$ cat config.mk
export PLATFORM = sky130hd
export DESIGN_NAME = mcycle_clkgen
export DESIGN_NICKNAME = d
export VERILOG_FILES = /design/src/rtl/mcg_pkg.sv /design/src/rtl/mcg_divsel.sv /design/src/rtl/mcg_phase_fsm.sv /design/src/rtl/mcg_ale_gen.sv /design/src/rtl/mcycle_clkgen.sv
export SDC_FILE = /design/constraint.sdc
export NUM_CORES = 1
export LEC_CHECK = 0
export ABC_AREA = 1
export BUFFER_PORTS_ARGS = -buffer_cell sky130_fd_sc_hd__buf_2
export CAP_MARGIN = 25
export CORE_AREA = 2 2 39 41
export CTS_CLUSTER_DIAMETER = 80
export DETAILED_ROUTE_END_ITERATION = 8
export DIE_AREA = 0 0 41 43
export HOLD_SLACK_MARGIN = 0.05
export PLACE_DENSITY = 0.57
export SYNTH_ARGS = -nofsm -noshare
export SYNTH_HDL_FRONTEND = slang
export SYNTH_SLANG_ARGS = --single-unit
$ cat constraint.sdc
create_clock -name clk_xtal -period 1 [get_ports clk_xtal]
set_input_delay 0.1 -clock clk_xtal [delete_from_list [all_inputs] [get_ports clk_xtal]]
set_output_delay 0.1 -clock clk_xtal [all_outputs]
set_load 0.01 [all_outputs]
$ cat src/rtl/mcg_pkg.sv
package mcg_pkg;
    localparam int N_PH = 6;
    localparam int PH_W = $clog2(N_PH);

    typedef enum logic [PH_W-1:0] {
        PH_S1 = 3'd0,
        PH_S2 = 3'd1,
        PH_S3 = 3'd2,
        PH_S4 = 3'd3,
        PH_S5 = 3'd4,
        PH_S6 = 3'd5
    } phase_e;

    typedef enum logic {
        DIV_LO = 1'b0,
        DIV_HI = 1'b1
    } div_e;
endpackage

$ cat src/rtl/mcg_divsel.sv
module mcg_divsel (
    input  logic clk,
    input  logic rst_n,
    input  logic req_we,
    input  logic req_bit,
    output logic core_en,
    output logic x2_act
);
    import mcg_pkg::*;

    div_e div_q, div_d;
    logic req_q;
    logic x2_q;

    // divider state machine
    always_comb begin
        unique case (div_q)
            DIV_LO:  div_d = DIV_HI;
            DIV_HI:  div_d = DIV_LO;
            default: div_d = DIV_LO;
        endcase
    end

    always_ff @(posedge clk or negedge rst_n) begin
        if (!rst_n) begin
            div_q <= DIV_LO;
            req_q <= 1'b0;
            x2_q  <= 1'b0;
        end else begin
            div_q <= div_d;
            if (req_we) req_q <= req_bit;
            // mode taken only as the halved clock rises
            if (div_q == DIV_LO) x2_q <= req_q;
        end
    end

    // output process
    always_comb begin
        x2_act  = x2_q;
        core_en = x2_q || (div_q == DIV_HI);
    end

    p_sync_edge_r4: assert property (@(posedge clk) disable iff (!rst_n)
        (x2_q != $past(x2_q)) |-> (div_q == DIV_HI));

    p_no_runt_r5: assert property (@(posedge clk) disable iff (!rst_n)
        (!x2_q && !$past(x2_q) && core_en) |-> !$past(core_en));
endmodule

$ cat src/rtl/mcg_phase_fsm.sv
module mcg_phase_fsm (
    input  logic                 clk,
    input  logic                 rst_n,
    input  logic                 core_en,
    output mcg_pkg::phase_e      phase,
    output logic [mcg_pkg::N_PH-1:0] phase_stb
);
    import mcg_pkg::*;

    phase_e ph_q, ph_d;

    always_comb begin
        ph_d = ph_q;
        if (core_en) begin
            unique case (ph_q)
                PH_S1:   ph_d = PH_S2;
                PH_S2:   ph_d = PH_S3;
                PH_S3:   ph_d = PH_S4;
                PH_S4:   ph_d = PH_S5;
                PH_S5:   ph_d = PH_S6;
                PH_S6:   ph_d = PH_S1;
                default: ph_d = PH_S1;
            endcase
        end
    end

    always_ff @(posedge clk or negedge rst_n) begin
        if (!rst_n) ph_q <= PH_S1;
        else        ph_q <= ph_d;
    end

    // output process
    always_comb begin
        phase = ph_q;
        for (int k = 0; k < N_PH; k++) begin
            phase_stb[k] = core_en && (int'(ph_q) == k);
        end
    end

    p_stb_onehot_r6: assert property (@(posedge clk) disable iff (!rst_n)
        $onehot0(phase_stb));

    p_hold_r6: assert property (@(posedge clk) disable iff (!rst_n)
        !core_en |=> $stable(ph_q));
endmodule

$ cat src/rtl/mcg_ale_gen.sv
module mcg_ale_gen (
    input  logic            clk,
    input  logic            rst_n,
    input  logic            sup_we,
    input  logic            sup_bit,
    input  mcg_pkg::phase_e phase,
    input  logic            xdata_cyc,
    input  logic            int_fetch,
    output logic            ale
);
    import mcg_pkg::*;

    logic sup_q;

    always_ff @(posedge clk or negedge rst_n) begin
        if (!rst_n)      sup_q <= 1'b0;
        else if (sup_we) sup_q <= sup_bit;
    end

    // output process
    always_comb begin
        ale = 1'b0;
        unique case (phase)
            PH_S1:   ale = !xdata_cyc;
            PH_S4:   ale = 1'b1;
            default: ale = 1'b0;
        endcase
        if (sup_q && int_fetch) ale = 1'b0;
    end

    p_ale_phase_r8: assert property (@(posedge clk) disable iff (!rst_n)
        ale |-> (phase == PH_S1 || phase == PH_S4));

    p_skip_first_r9: assert property (@(posedge clk) disable iff (!rst_n)
        (xdata_cyc && phase == PH_S1) |-> !ale);
endmodule

$ cat src/rtl/mcycle_clkgen.sv
module mcycle_clkgen #(
    parameter int DW       = 8,
    parameter int MODE_BIT = 0,
    parameter int SUP_BIT  = 0
) (
    input  logic                     clk_xtal,
    input  logic                     rst_n,
    input  logic                     ckc_we,
    input  logic                     aux_we,
    input  logic [DW-1:0]            wdata,
    input  logic                     xdata_cyc,
    input  logic                     int_fetch,
    output logic                     core_en,
    output logic [mcg_pkg::N_PH-1:0] phase_stb,
    output logic                     mc_tick,
    output logic                     ale,
    output logic                     speed_x2
);
    import mcg_pkg::*;

    phase_e phase;
    logic   unused_wbits;

    assign unused_wbits = ^wdata;

    mcg_divsel u_div (
        .clk     (clk_xtal),
        .rst_n   (rst_n),
        .req_we  (ckc_we),
        .req_bit (wdata[MODE_BIT]),
        .core_en (core_en),
        .x2_act  (speed_x2)
    );

    mcg_phase_fsm u_ph (
        .clk       (clk_xtal),
        .rst_n     (rst_n),
        .core_en   (core_en),
        .phase     (phase),
        .phase_stb (phase_stb)
    );

    mcg_ale_gen u_ale (
        .clk       (clk_xtal),
        .rst_n     (rst_n),
        .sup_we    (aux_we),
        .sup_bit   (wdata[SUP_BIT]),
        .phase     (phase),
        .xdata_cyc (xdata_cyc),
        .int_fetch (int_fetch),
        .ale       (ale)
    );

    assign mc_tick = phase_stb[N_PH-1];

    p_tick_end_r7: assert property (@(posedge clk_xtal) disable iff (!rst_n)
        mc_tick |-> (phase == PH_S6 && core_en));

    p_fast_r3: assert property (@(posedge clk_xtal) disable iff (!rst_n)
        (speed_x2 && $past(speed_x2)) |-> core_en);
endmodule

; ---- Word level (Yosys, flattened, before mapping)
; Cells that the tools add are included.
[op_classes]
n_eq_ne = 9
muxes = 4
n_bitwise = 1
reduce_logical = 11
[ops]
columns = operator, n
row1 = $eq A3 B3 Y1 const B, 5
row2 = $pmux W3 S5, 1
row3 = $eq A3 B2 Y1 const B, 3
row4 = $logic_and A1 B1 Y1, 7
row5 = $logic_not A3 Y1, 2
row6 = $pmux W1 S2, 2
row7 = $eq A3 B1 Y1 const B, 1
row8 = $logic_not A1 Y1, 1
row9 = $logic_or A1 B1 Y1, 1
row10 = $mux W1, 1
row11 = $not A1 Y1, 1
[word_totals]
regBits = 7
in_bits = 14
out_inout_bits = 10
elab_cells = 30

; ---- Logic depth before layout (Yosys ltp)
; Gate-level depths: netlist (run 1).
[depth]
depth_word = 3
depth_mapped = 5
depth_no_buf = 5

; ---- Modules after synthesis
; A second synthesis (run 1) with hierarchy kept.
[unflattened]
cells_unflattened = 56
hier_area_um2 = 382.9
[by_module_without_submodules]
columns = module, n_inst, cells_per_inst, area_per_inst_um2, seq_area_each_um2
row1 = mcg_phase_fsm, 1, 31, 195.2, 75.1
row2 = mcg_divsel, 1, 12, 111.4, 75.1
row3 = mcg_ale_gen, 1, 12, 68.8, 25.0
row4 = mcycle_clkgen, 1, 1, 7.5, 0.0

; ---- Worst setup path before layout (run 1)
; No wires, ideal clock.
[synth_timing]
path_type = flip-flop to output port
from = reg u_div.x2_q, in the netlist u_div.x2_act
to = out phase_stb[5] in the netlist's numbering
arrival_ps = 1033
t_required_ps = 900
path_slack_ps = -133
stages_incl_launch_ff = 6
n_path_buf = 1
cell_sequence = dfrtp_1 inv_1 nand2_2 nand2_1 nor2_1 buf_4
[synth_between]
elab_chain_len = 2
[synth_rtl]
columns = item, line
row1 = "start, declared", mcg_divsel.sv:13  ; logic x2_q;
row2 = "start signal, assigned", mcg_divsel.sv:33  ; if (div_q == DIV_LO) x2_q <= req_q;
row3 = $logic_or A1 B1 Y1, mcg_divsel.sv:40  ; core_en = x2_q || (div_q == DIV_HI);
row4 = net core_en, mcycle_clkgen.sv:13  ; output logic core_en,
row5 = $logic_and A1 B1 Y1, mcg_phase_fsm.sv:36  ; phase_stb[k] = core_en && (int'(ph_q) == k);
row6 = "end, declared", mcycle_clkgen.sv:14  ; output logic [mcg_pkg::N_PH-1:0] phase_stb,
; The timed path passes the listed nets, and every way through them passes these cells.

; ---- Worst setup path in the final report (run 1)
[layout_timing]
from = reg u_ph.ph_q[0], in the netlist u_ph.phase[0]
to = out ale
[layout_between]
elab_chain_len = 3
word_cells_on_any_way = 4
classes_between = eq/ne (1) / mux (2) / reduce/logical (1)
[layout_rtl]
columns = item, line
row1 = "start, declared", mcg_phase_fsm.sv:10  ; phase_e ph_q, ph_d;
row2 = "start signal, assigned", mcg_phase_fsm.sv:29  ; else ph_q <= ph_d;
row3 = $eq A3 B2 Y1 or $logic_not A3 Y1 (tied branches), mcg_ale_gen.sv:23  ; unique case (phase)
row4 = $pmux W1 S2 (*), mcg_ale_gen.sv:23
row5 = $mux W1 (*), mcg_ale_gen.sv:28  ; if (sup_q && int_fetch) ale = 1'b0;
row6 = "end, declared", mcycle_clkgen.sv:16  ; output logic ale,
; Mark *: on every way between the ends. The rest lies on a longest branch, timed or not.

==> flow_summary.yaml, run 1 <==
floorplan:
  rows: 14
  dieArea_um2: 1763
  io_pins: 24
  die_w_um: 41
  coreArea_um2: 1384
  initial_utilization: 0.2731
  die_h_um: 43
route:
  remaining_drc_errors: 0
  wl_per_cell_um: 8.600
  drt_iter0_markers: 1
  antenna_left: 0
  via_per_inst: 4.105
  routed_wl_um: 817
  vias: 390
  firstDrtPassIters: 2
yosys:
  synth_seq_cells: 7
  synth_top_family_by_area: "simple AND/OR/NAND/NOR gates"
  syn-mean-instance-area_um2: 7.711
  synth_edf_count: 0
  yosysTopAreaCellShare: 0.4636
  syn_nets: 63
  yosys.area.top_type: "dfrtp_1"
  synthCells: 49
  synth-adder-area-share: 0
  synth-async-reset-ratio: 1.000
  synth.cell_area_um2: 377.9
  synthTopCellsByCount: "9 x nand2_1, 7 x dfrtp_1, 7 x inv_1, 5 x nand3_1, 5 x nor2_1"
  synthXorXnorAreaFrac: 0
  yosys_most_used_dff: "dfrtp_1"
  synthSimpleGateAreaFrac: 0.3113
  synth_most_common_cell: "nand2_1"
  synth_mux_area_frac: 0.02980
  synthTopCellsByArea: "dfrtp_1 46%, nand2_1 8.9%, inv_1 7.0%, nand3_1 6.6%, o21ai_0 5.3%"
  synth_warnings: 0
  ys_seq_area_frac: 0.4636
  netlist-cell-type-count: 14
  synth_compound_area_frac: 0.06623
worst_hold_path:
  hold_start: "wdata[0]"
  hold_path.class: "in -> reg"
power_and_ir_drop:
  p_leak_nw: 0.3574
  finalPower_mw: 1.546
  p_per_area_nw_per_um2: 2367
  ir_worst_vdd_mv: 0.7076
sta:
  finClkSkew_ps: 0.5512
  setup_violations: 11
  worst_pin_slew_ps: 170.1
  totalNegativeSetupSlack_ps: -2032
  hold_viol_final: 0
  relSlewSlack: 0.8863
  fin_crit_sh: 1.288
  fmax_mhz: 776.4
  period_minus_slack_ps: 1288
  maxSlewViolCount: 0
  rsz0062_at_grt: "true"
  setup_slack_ps: -287.9
global_route:
  grt_overflow_total: 0
  grt_max_degree: 8
  grtUsageTotal: 0.09949
  met3_usage: 0.03141
  grt_first_pass_wirelength_um: 1117
  grt_pass1_vias: 300
  antenna_found_initial: 0
  use_met1: 0.1200
  grt_use_met2: 0.1281
  grt.busiest_layer: "met2"
placement:
  dp_hpwl_um: 560
  dp_cells: 83
  place.gp.congestion: 0.6481
  port_buffers: 16
worst_setup_path:
  crit_required_ps: 900
  cp-end-kind: "output pin"
  crit_fanout: 4
  r2r-start: "u_ph.phase[1]"
  start_kind: "flop"
  crit_arrival_ps: 1190
  cp-startpoint: "u_ph.phase[0]"
  worstSetupPathType: "reg -> out"
job:
  drv_cap: 0
clock_tree:
  htree_num_levels: 1
  clkTransAtPathRegs_ps: 50
  cts_tree: "built"
  numCtsBuffers: 3
  clock_sinks: 7
  clock_path_buffers: 2
  clk_latency_ps: 250
  cts-root-buf: "clkbuf_4"
outcome:
  status: "finished, violations left"
  violations: "setup timing"
final_layout:
  diodes: 0
  fill_cells: 153
  final_layout_size_suffix_gt1_frac: 0.5696
  final_cell_count_no_fill: 95
  fin_nets: 94
  syn2layout_area_growth_pct: 72.85
[stage by stage]
stage | worst slack [ps] | utilization | cell area [um2] | hold WS [ps]
6_report | -287.9 | 0.4720 | 653.1 | 71.74
5_1_grt | -366.2 | 0.4720 | 653.1 | 87.54
4_1_cts | -302.1 | 0.4231 | 585.6 | 68.14
3_5_place_dp | -40.28 | 0.3580 | 495.5 | -59.57
3_3_place_gp | -42.57 | 0.3580 | 495.5 | -61.33
2_1_floorplan | -69.30 | - | 380.4 | -195.6
[flip-flops by register name, indices dropped and copies added (netlist names)]
register      flops
u_div.x2_act      1
u_ale.sup_q       1
u_ph.phase        3
u_div.div_q       1
u_div.req_q       1
[where the power goes]
part / internal, mW / switching [mW]
combinational: 0.421 / 0.392
sequential: 0.364 / 0.111
clock: 0.152 / 0.106
[per-layer routing]
| layer | share of wire | routed length [um] | vias up |
|---|---|---|---|
| met4 | 0.031 | 25 | 0 |
| met1 | 0.45 | 364 | 167 |
| met3 | 0.059 | 48 | 3 |
| li1 | - | - | 207 |
| met2 | 0.46 | 379 | 13 |
| met5 | 0 | 0 | - |
[cell usage in the layout, fill, tap and decap left out, types with 2 or more instances in the layout]
| cell type | count |
|---|---|
| dfrtp_2 | 4 |
| nand2_1 | 9 |
| dlygate4sd3_1 | 2 |
| nor2_4 | 3 |
| nor2_1 | 3 |
| inv_2 | 4 |
| buf_6 | 7 |
| dfrtp_1 | 3 |
| clkbuf_4 | 3 |
| inv_1 | 6 |
| buf_2 | 13 |
| nor2_2 | 2 |
| nand3_1 | 5 |
| buf_4 | 5 |
| o21ai_0 | 3 |
[cells by family after synthesis]
logic type	count (synthesis)
and+or+nand+nor	24
muxes	1
AOI/OAI and AO/OA	5
buffers and inverters	12
DFF	7
[worst max-delay path, stage by stage (launching register included)]
cell and delay (ps):
dfrtp_2 440, nor2_4 150, nand3_1 80, a21oi_1 130, buf_2 140
[layout make-up]
type / instances / area (um2) / share of cell area
timing repair buffer: 27 / 201.4 / 0.3084
sequential: 7 / 180.2 / 0.2759
clock buffer: 4 / 26.28 / 0.04023
inverter: 11 / 43.79 / 0.06705
tap: 16 / 20.02 / 0.03065
multi-input combinational: 30 / 181.4 / 0.2778
[repair_timing]
action / in CTS / in global routing
hold endpoints to repair: 8 / 0
buffers inserted: 3 / 4
resized for setup: 4 / 16
hold buffers: 2 / 0
endpoints found under the setup margin: 10 / 11
pin swaps: 1 / 6
[path summary, 6_finish.rpt]
path,to,slack (ps),cells after the start
worst max-delay path,ale,-290,4
worst min-delay path,u_div.req_q,70,3
worst max register to register,u_ph.phase[2],-40,6
worst min register to register,u_ale.sup_q,500,1
max in group asynchronous,u_ph.phase[2],630,2
min in group asynchronous,u_div.div_q,210,2
No activity file was read; power rests on OpenSTA's default activity.
==> run 2: changes to the inputs <==
--- a/config.mk
+++ b/config.mk
@@ -13,7 +13,8 @@
 export DETAILED_ROUTE_END_ITERATION = 8
 export DIE_AREA = 0 0 41 43
 export HOLD_SLACK_MARGIN = 0.05
-export PLACE_DENSITY = 0.57
+export PLACE_DENSITY = 0.58
 export SYNTH_ARGS = -nofsm -noshare
 export SYNTH_HDL_FRONTEND = slang
+export SYNTH_HIERARCHICAL = 1
 export SYNTH_SLANG_ARGS = --single-unit
==> constraint.sdc (replaced) <==
create_clock -name clk_xtal -period 1.2 [get_ports clk_xtal]
set_input_delay 0.12 -clock clk_xtal [delete_from_list [all_inputs] [get_ports clk_xtal]]
set_output_delay 0.12 -clock clk_xtal [all_outputs]
set_load 0.01 [all_outputs]
==> flow_summary.yaml, run 2 <==
final_layout:
  final_util: 0.4711
  multi_input_area_um2: 185.2
  final_cell_mix: "16 x nand2_1, 13 x buf_2, 7 x buf_4, 7 x inv_1, 6 x inv_2"
  ff_latch_area_um2: 178.9
  fin_nets: 100
  diodes: 0
  final_common_cell: "nand2_1"
  syn2layout_area_growth_pct: 70.26
  fill_cells: 153
  final_layout_size_suffix_gt1_frac: 0.5882
  final_cell_count_no_fill: 101
  largest_reg_flops: 3
clock_tree:
  numCtsBuffers: 3
  clock_sinks: 7
  htree_num_levels: 1
  cts_tree: "built"
  clk_latency_ps: 240
  clkTransAtPathRegs_ps: 50
  cts-root-buf: "clkbuf_4"
  clock_path_buffers: 2
worst_setup_path:
  cp-end-kind: "output pin"
  start_kind: "flop"
  critPathTopFamily: "simple AND/OR/NAND/NOR gates"
  crit_fanout: 5
  path_buf_inv: 3
  crit_arrival_ps: 1250
  worstSetupPathType: "reg -> out"
  path_cells: "or2_4 -> inv_6 -> nor2_4 -> nand2_2 -> inv_2 -> buf_6"
  slowest_stage: "dfrtp_1"
  slowest_delay_ps: 370
  crit_required_ps: 1080
sta:
  worst_pin_slew_ps: 169.4
  relSlewSlack: 0.8871
  setup_slack_ps: -169.0
  whs_ps: 75.04
  rsz0062_at_grt: "true"
  hold_viol_final: 0
  finClkSkew_ps: 1.598
  period_minus_slack_ps: 1369
  fmax_mhz: 730.5
  maxSlewViolCount: 0
  fin_crit_sh: 1.141
  setup_violations: 8
power_and_ir_drop:
  p_per_area_nw_per_um2: 2101
  ir_worst_vdd_mv: 0.8049
  p_leak_nw: 0.3917
  finalPower_mw: 1.370
placement:
  place.gp.congestion: 0.5883
  dp_hpwl_um: 583.9
  dp_cells: 88
  port_buffers: 16
route:
  firstDrtPassIters: 1
  via_per_inst: 4.139
  drt_iter0_markers: 0
  routed_wl_um: 843
  vias: 418
  wl_per_cell_um: 8.347
  remaining_drc_errors: 0
  antenna_left: 0
floorplan:
  die_w_um: 41
  io_pins: 24
  coreArea_um2: 1384
  initial_utilization: 0.2767
  die_h_um: 43
  rows: 14
  dieArea_um2: 1763
yosys:
  syn_nets: 70
  yosys_most_used_dff: "dfrtp_1"
  syn-mean-instance-area_um2: 6.837
  synth-async-reset-ratio: 1.000
  synth_edf_count: 0
  synthTopCellsByArea: "dfrtp_1 46%, nand2_1 20%, inv_1 12%, nor3_1 3.9%, nor2_1 3.9%"
  netlist-cell-type-count: 13
  synth.cell_area_um2: 382.9
  synth_warnings: 6
  synth_most_common_cell: "nand2_1"
  yosysTopAreaCellShare: 0.4575
  ys_seq_area_frac: 0.4575
  synthCells: 56
  yosys.area.top_type: "dfrtp_1"
  synth_seq_cells: 7
  synthTopCellsByCount: "20 x nand2_1, 12 x inv_1, 7 x dfrtp_1, 4 x nor2_1, 3 x nor3_1"
global_route:
  grt_overflow_total: 0
  antenna_found_initial: 0
  grtUsageTotal: 0.1067
  grt_max_degree: 8
  grt_pass1_vias: 351
  grt_first_pass_wirelength_um: 1269
outcome:
  status: "finished, violations left"
  violations: "setup timing"
worst_hold_path:
  hold_path.class: "in -> reg"
job:
  drv_cap: 0
run 2: repair_timing:
item / in CTS / in global routing
hold endpoints to repair: 7 / 0
pin swaps: 3 / 8
resized for setup: 9 / 15
endpoints found under the setup margin: 7 / 10
buffers inserted: 6 / 4
hold buffers: 1 / 0
run 2: layer usage:
layer | GRT usage | share of wire | up-vias
met5 | 0 | 0 | -
met4 | 0.06000 | 0 | 0
met3 | 0.01571 | 0.051 | 0
met2 | 0.1781 | 0.53 | 13
met1 | 0.1204 | 0.42 | 185
li1 | - | - | 220
run 2: area by class of cell:
| type | instances | share of cell area |
|---|---|---|
| inverter | 14 | 0.08829 |
| multi-input combinational | 34 | 0.2841 |
| timing repair buffer | 26 | 0.2821 |
| sequential | 7 | 0.2745 |
| tap | 16 | 0.03071 |
| clock buffer | 4 | 0.04031 |
run 2: stage by stage:
step | setup TNS [ps] | worst slack, ps | area [um2]
final | -898.3 | -169.0 | 651.9
after global routing | -1388 | -221.2 | 651.9
after CTS | -1041 | -176.5 | 598.1
after detailed placement | 0 | 32.61 | 490.5
after global placement | 0 | 47.32 | 490.5
after floorplan | 0 | 45.35 | 390.4
run 2: power breakdown:
part / switching, mW / leakage (nW) / internal, mW
clock: 0.0808 / 0.0150 / 0.127
sequential: 0.0942 / 0.0793 / 0.304
combinational: 0.381 / 0.297 / 0.384
run 2: logic make-up after synthesis:
| logic type | synth area share |
|---|---|
| AND/OR/NAND/NOR | 0.3595 |
| buffers and inverters | 0.1569 |
| flip-flops | 0.4575 |
| AO/OA/AOI/OAI | 0.02612 |
run 2: worst paths after layout:
check                           depth (start not counted)        start             to  slack [ps]
worst min-delay path                                    2       aux_we    u_ale/sup_q          80
min in group asynchronous                               2        rst_n    u_div/req_q         230
worst max register to register                          7  u_div/div_q  u_ph/phase[1]          10
worst max-delay path                                    6  u_div/div_q   phase_stb[2]        -170
worst min register to register                          2  u_div/req_q    u_div/req_q         480
max in group asynchronous                               2        rst_n  u_ph/phase[2]         800
